===== config.mk =====
export PLATFORM = sky130hd
export DESIGN_NAME = vagc_loop
export DESIGN_NICKNAME = d
export VERILOG_FILES = /design/src/rtl/vagc_pkg.sv /design/src/rtl/vagc_judge.sv /design/src/rtl/vagc_holdoff.sv /design/src/rtl/vagc_gain_reg.sv /design/src/rtl/vagc_loop.sv
export SDC_FILE = /design/constraint.sdc
export NUM_CORES = 1
export LEC_CHECK = 0
export BUFFER_PORTS_ARGS = -buffer_cell sky130_fd_sc_hd__buf_2
export CORE_MARGIN = 2
export CORE_UTILIZATION = 45
export CTS_BUF_LIST = sky130_fd_sc_hd__clkbuf_8
export DETAILED_ROUTE_END_ITERATION = 10
export PLACE_DENSITY = 0.76
export SETUP_SLACK_MARGIN = 0.4
export SYNTH_ARGS = -nofsm -noshare
export SYNTH_HDL_FRONTEND = slang
export SYNTH_SLANG_ARGS = --single-unit

===== constraint.sdc =====
create_clock -name clk -period 3.05 [get_ports clk]
set_clock_uncertainty 0.15 [all_clocks]
set_input_delay 0.1525 -clock clk [delete_from_list [all_inputs] [get_ports clk]]
set_output_delay 0.1525 -clock clk [all_outputs]
set_load 0.03 [all_outputs]

===== src/rtl/vagc_pkg.sv =====
package vagc_pkg;
  localparam int COARSE_W = 4;
  localparam int FINE_W   = 12;
  localparam int GAIN_W   = COARSE_W + FINE_W;
  localparam int MEAS_W   = 10;
  localparam int NREF     = 4;

  typedef logic [GAIN_W-1:0] gain_t;

  // index of each amplitude reference inside the mask
  typedef enum logic [1:0] {
    REF_SYNC  = 2'd0,
    REF_BURST = 2'd1,
    REF_CPEAK = 2'd2,
    REF_LPEAK = 2'd3
  } ref_idx_e;

  // one coarse code down, clamped at the bottom
  function automatic gain_t gain_cut(input gain_t g);
    gain_t one_code;
    one_code = gain_t'(1) << FINE_W;
    if (g >= one_code) return g - one_code;
    return '0;
  endfunction

  // add a step, clamped at the top
  function automatic gain_t gain_raise(input gain_t g, input logic [FINE_W-1:0] step);
    logic [GAIN_W:0] sum;
    sum = {1'b0, g} + {{(GAIN_W+1-FINE_W){1'b0}}, step};
    if (sum[GAIN_W]) return '1;
    return sum[GAIN_W-1:0];
  endfunction
endpackage


===== src/rtl/vagc_judge.sv =====
module vagc_judge
  import vagc_pkg::*;
#(
  parameter int N = NREF,
  parameter int W = MEAS_W
) (
  input  logic [N-1:0]        mask,
  input  logic [N-1:0][W-1:0] meas,
  input  logic [N-1:0][W-1:0] lim,
  output logic                over,
  output logic                clean
);
  logic [N-1:0] hit;

  for (genvar i = 0; i < N; i++) begin : g_cmp
    assign hit[i] = mask[i] && (meas[i] > lim[i]);
  end

  assign over  = |hit;
  assign clean = (|mask) && !over;
endmodule


===== src/rtl/vagc_holdoff.sv =====
module vagc_holdoff #(
  parameter int DLY_W = 8
) (
  input  logic             clk,
  input  logic             rst_n,
  input  logic             clr,
  input  logic             clean_line,
  input  logic [DLY_W-1:0] delay,
  output logic             rise_ok,
  output logic             waiting,
  output logic [DLY_W-1:0] count
);
  logic [DLY_W-1:0] cnt_q;

  assign rise_ok = clean_line && (cnt_q >= delay);
  assign waiting = clean_line && !rise_ok;
  assign count   = cnt_q;

  always_ff @(posedge clk or negedge rst_n) begin
    if (!rst_n)       cnt_q <= '0;
    else if (clr)     cnt_q <= '0;
    else if (waiting) cnt_q <= cnt_q + 1'b1;
  end
endmodule


===== src/rtl/vagc_gain_reg.sv =====
module vagc_gain_reg
  import vagc_pkg::*;
(
  input  logic              clk,
  input  logic              rst_n,
  input  logic              load_man,
  input  gain_t             man_gain,
  input  logic              cut,
  input  logic              rise,
  input  logic [FINE_W-1:0] step,
  output gain_t             gain
);
  gain_t gain_q;

  always_ff @(posedge clk or negedge rst_n) begin
    if (!rst_n)        gain_q <= '0;
    else if (load_man) gain_q <= man_gain;
    else if (cut)      gain_q <= gain_cut(gain_q);
    else if (rise)     gain_q <= gain_raise(gain_q, step);
  end

  assign gain = gain_q;
endmodule


===== src/rtl/vagc_loop.sv =====
module vagc_loop
  import vagc_pkg::*;
#(
  parameter int DLY_W = 8
) (
  input  logic                clk,
  input  logic                rst_n,
  input  logic                loop_en,
  input  logic                line_done,
  input  logic [NREF-1:0]     ref_mask,
  input  logic [MEAS_W-1:0]   meas_sync,
  input  logic [MEAS_W-1:0]   meas_burst,
  input  logic [MEAS_W-1:0]   meas_cpeak,
  input  logic [MEAS_W-1:0]   meas_lpeak,
  input  logic [MEAS_W-1:0]   lim_sync,
  input  logic [MEAS_W-1:0]   lim_burst,
  input  logic [MEAS_W-1:0]   lim_cpeak,
  input  logic [MEAS_W-1:0]   lim_lpeak,
  input  logic [FINE_W-1:0]   rise_step,
  input  logic [DLY_W-1:0]    rise_delay,
  input  logic [COARSE_W-1:0] man_coarse,
  input  logic [FINE_W-1:0]   man_fine,
  output logic [COARSE_W-1:0] gain_coarse,
  output logic [FINE_W-1:0]   gain_fine
);
  logic [NREF-1:0][MEAS_W-1:0] meas_v, lim_v;
  logic  is_over, is_clean;
  logic  over_ev, clean_ev, rise_ev, hold_ev;
  logic  [DLY_W-1:0] hold_cnt;
  gain_t gain_now;

  assign meas_v[REF_SYNC]  = meas_sync;
  assign meas_v[REF_BURST] = meas_burst;
  assign meas_v[REF_CPEAK] = meas_cpeak;
  assign meas_v[REF_LPEAK] = meas_lpeak;
  assign lim_v[REF_SYNC]   = lim_sync;
  assign lim_v[REF_BURST]  = lim_burst;
  assign lim_v[REF_CPEAK]  = lim_cpeak;
  assign lim_v[REF_LPEAK]  = lim_lpeak;

  vagc_judge #(.N(NREF), .W(MEAS_W)) u_judge (
    .mask  (ref_mask),
    .meas  (meas_v),
    .lim   (lim_v),
    .over  (is_over),
    .clean (is_clean)
  );

  // named per-line events
  assign over_ev  = loop_en && line_done && is_over;
  assign clean_ev = loop_en && line_done && is_clean;

  vagc_holdoff #(.DLY_W(DLY_W)) u_hold (
    .clk        (clk),
    .rst_n      (rst_n),
    .clr        (!loop_en || over_ev),
    .clean_line (clean_ev),
    .delay      (rise_delay),
    .rise_ok    (rise_ev),
    .waiting    (hold_ev),
    .count      (hold_cnt)
  );

  vagc_gain_reg u_gain (
    .clk      (clk),
    .rst_n    (rst_n),
    .load_man (!loop_en),
    .man_gain ({man_coarse, man_fine}),
    .cut      (over_ev),
    .rise     (rise_ev),
    .step     (rise_step),
    .gain     (gain_now)
  );

  assign gain_coarse = gain_now[GAIN_W-1:FINE_W];
  assign gain_fine   = gain_now[FINE_W-1:0];
endmodule


==> results.yml <==
clocking:
  cts_buffer_depth: 2
  path_clk_slew_ns: 0.09
  clkSinkCount: 24
  h-tree-depth: 1
  cts_made_buffers: 3
  clkLatencyLatePin_ns: 0.27
  root_buffer: "clkbuf_8"
  cts_tree: "yes"
detailed_routing:
  drt-wirelength-per-cell_um: 13.7
  dr.pass1.iters: 4
  via_count: 3501
  drtAntennaViolNets: 0
  vias_per_cell: 5.34
  routed_wl_um: 8970
  drt-initial-drc-count: 168
  post-route-drc-count: 0
floorplanning:
  fp.dieArea_um2: 8220
  num_rows: 31
  initial_core_util_pct: 46.6
  core_um2: 7250
  ios: 140
  die_h_um: 90.7
  die_w_um: 90.7
logic_synthesis:
  synth_edf_count: 0
  syn_nets: 598
  synthCells: 409
  synth_area_um2: 3380
  ys_ff_latch: 24
  synth_ff_type: "dfrtp_1"
  synth.distinct_cells: 64
  yosysWarnings: 0
  ys_seq_area_share_pct: 17.8
  synthArstFlopShare_pct: 100
  avgSynthCellArea_um2: 8.27
global_routing:
  grt_max_degree: 25
  grt_pass1_vias: 3451
  antenna_found_initial: 0
  grt_pass1_wl_um: 14800
  grt_usage_pct: 21.3
  overflow: 0
cells_and_area:
  diodes: 0
  syn_to_final_growth_pct: 29.6
  fin_nets: 747
  drive_gt1_share_pct: 35.2
  fin_util_pct: 60.4
place:
  routabilityCongestion: 0.902
  hpwl_um: 7290
  numPortBuffers: 139
critical_path:
  endpoint_kind: "register"
  required_ns: 3.05
  cp_data_arrival_time_ns: 2.59
  start_kind: "register"
  critPathKind: "reg -> reg"
  r2r_slack_ns: 0.47
  critPathMaxFanout: 6
run_status:
  status: "complete, no violations"
sta:
  fmax_ghz: 0.387
  period_needed_ns: 2.58
  tightest_slew_ns: 0.541
  rsz0062_at_grt: "true"
  setup_viol: 0
  hold_viol: 0
  min_period_over_period_pct: 84.8
  drv_slew: 0
  setup-tns-final_ns: 0
  slew_headroom_pct: 63.9
worst_hold_path:
  hold_path.class: "in -> reg"
pwr:
  cellPowerDensity_nw_per_um2: 443
  peakVddDrop_mv: 0.428
  leakagePower_nw: 2.35
run:
  max_cap_violations: 0
-- synthesized netlist by cell type (3+ instances only) --
cell	n	area (µm²)
a21oi_1	18	90.1
nand3_1	9	45.0
xor2_1	11	96.3
o211ai_1	3	22.5
and4_1	5	43.8
a211oi_1	8	60.1
xnor2_1	6	52.6
nor2b_1	4	25.0
o31ai_1	5	37.5
nand4_1	13	81.3
buf_4	3	22.5
nor2_1	30	113
a2111oi_0	4	35.0
inv_1	64	240
o21a_1	3	22.5
ha_1	64	801
nand2_1	27	101
nor3_1	4	20.0
a21o_1	3	22.5
nand2b_1	6	37.5
clkbuf_1	3	11.3
o2bb2ai_1	9	78.8
nor4_1	3	18.8
dfrtp_1	24	601
buf_6	3	33.8
o21ai_0	21	105
mux2_4	9	135
-- metal layers --
layer  track usage (%)  routed length [µm]
met1              25.9                3790
met2              39.2                4460
met3              3.59                 618
met4              4.23                 103
met5                 0                   0
-- report_power, final --
part | internal [W] | leakage (nW) | switching, W | total, W
sequential | 0.000379 | 0.301 | 0.0000896 | 0.000469
clock | 0.000175 | 0.0357 | 0.000105 | 0.000280
combinational | 0.000543 | 2.01 | 0.000651 | 0.00119
total | 0.00110 | 2.35 | 0.000845 | 0.00194
-- cell families after synthesis --
logic type	after synthesis	share of synthesized area [%]
mux	13	5.26
buf+inv	74	9.25
fa+ha+maj	65	24.3
compound gates	97	20.5
flops	24	17.8
xor+xnor	17	4.40
simple gates	119	18.5
-- flip-flops by register name, summed over array words and instances (netlist names) --
signal / count
u_gain.gain: 16
u_hold.count: 8
-- final timing paths --
| path | cells after the start | end | from |
|---|---|---|---|
| max in group asynchronous | 2 | u_gain.gain[0]$_DFFE_PN0P_ | rst_n |
| min in group asynchronous | 2 | u_hold.count[1]$_DFFE_PN0P_ | rst_n |
| setup reg to reg | 7 | u_gain.gain[1]$_DFFE_PN0P_ | u_gain.gain[5]$_DFFE_PN0P_ |
| setup / recovery | 7 | u_gain.gain[1]$_DFFE_PN0P_ | u_gain.gain[5]$_DFFE_PN0P_ |
| hold reg to reg | 2 | u_hold.count[7]$_DFFE_PN0P_ | u_hold.count[7]$_DFFE_PN0P_ |
| hold / removal | 3 | u_gain.gain[12]$_DFFE_PN0P_ | man_coarse[0] |
-- final cells by class --
type	instances	area (µm²)
clock buffers	3	41.3
clock inverters	1	30.0
fillers	668	2870
inverters	64	240
multi-input cells	312	2530
flip-flops and latches	24	604
well taps	99	124
repair buffers	153	812
-- critical path: stages (launching register included) --
cell	delay, ns
dfrtp_1	0.43
or4_1	0.54
nor4_1	0.33
a41o_2	0.30
nor2_2	0.05
nand3_2	0.16
nand3_4	0.17
mux2_4	0.35
-- per-stage QoR --
stage,instances,total power [W],area (µm²),hold WS (ns),worst slack (ns)
CTS,651,0.00191,4320,0.0189,0.416
finish,656,0.00194,4380,0.0152,0.465
global route,656,0.00209,4380,0.0106,0.376
global placement,641,0.00155,4160,0.00945,0.318
floorplan,409,0.00126,3390,-0.293,0.404
detailed placement,641,0.00158,4160,0.0232,0.219
-- timing repair --
| action | in CTS | in global routing |
|---|---|---|
| gates cloned | 0 | 1 |
| endpoints found under the hold margin | 26 | 0 |
| hold buffers | 3 | 0 |
| endpoints found under the setup margin | 12 | 15 |
| gates resized for setup | 9 | 13 |
| pin swaps | 4 | 10 |
| setup buffers | 3 | 4 |
-- cell usage in the layout, fill, tap and decap left out, types with 9 or more instances in the layout --
cell type,n
nand3_1,9
nand4_1,13
buf_4,10
ha_1,61
dfrtp_1,21
buf_2,139
a21oi_1,16
nand2_1,27
mux2_4,9
inv_1,63
o2bb2ai_1,9
o21ai_0,17
nor2_1,30
xor2_1,11
Power figures use the tool's default switching activity.
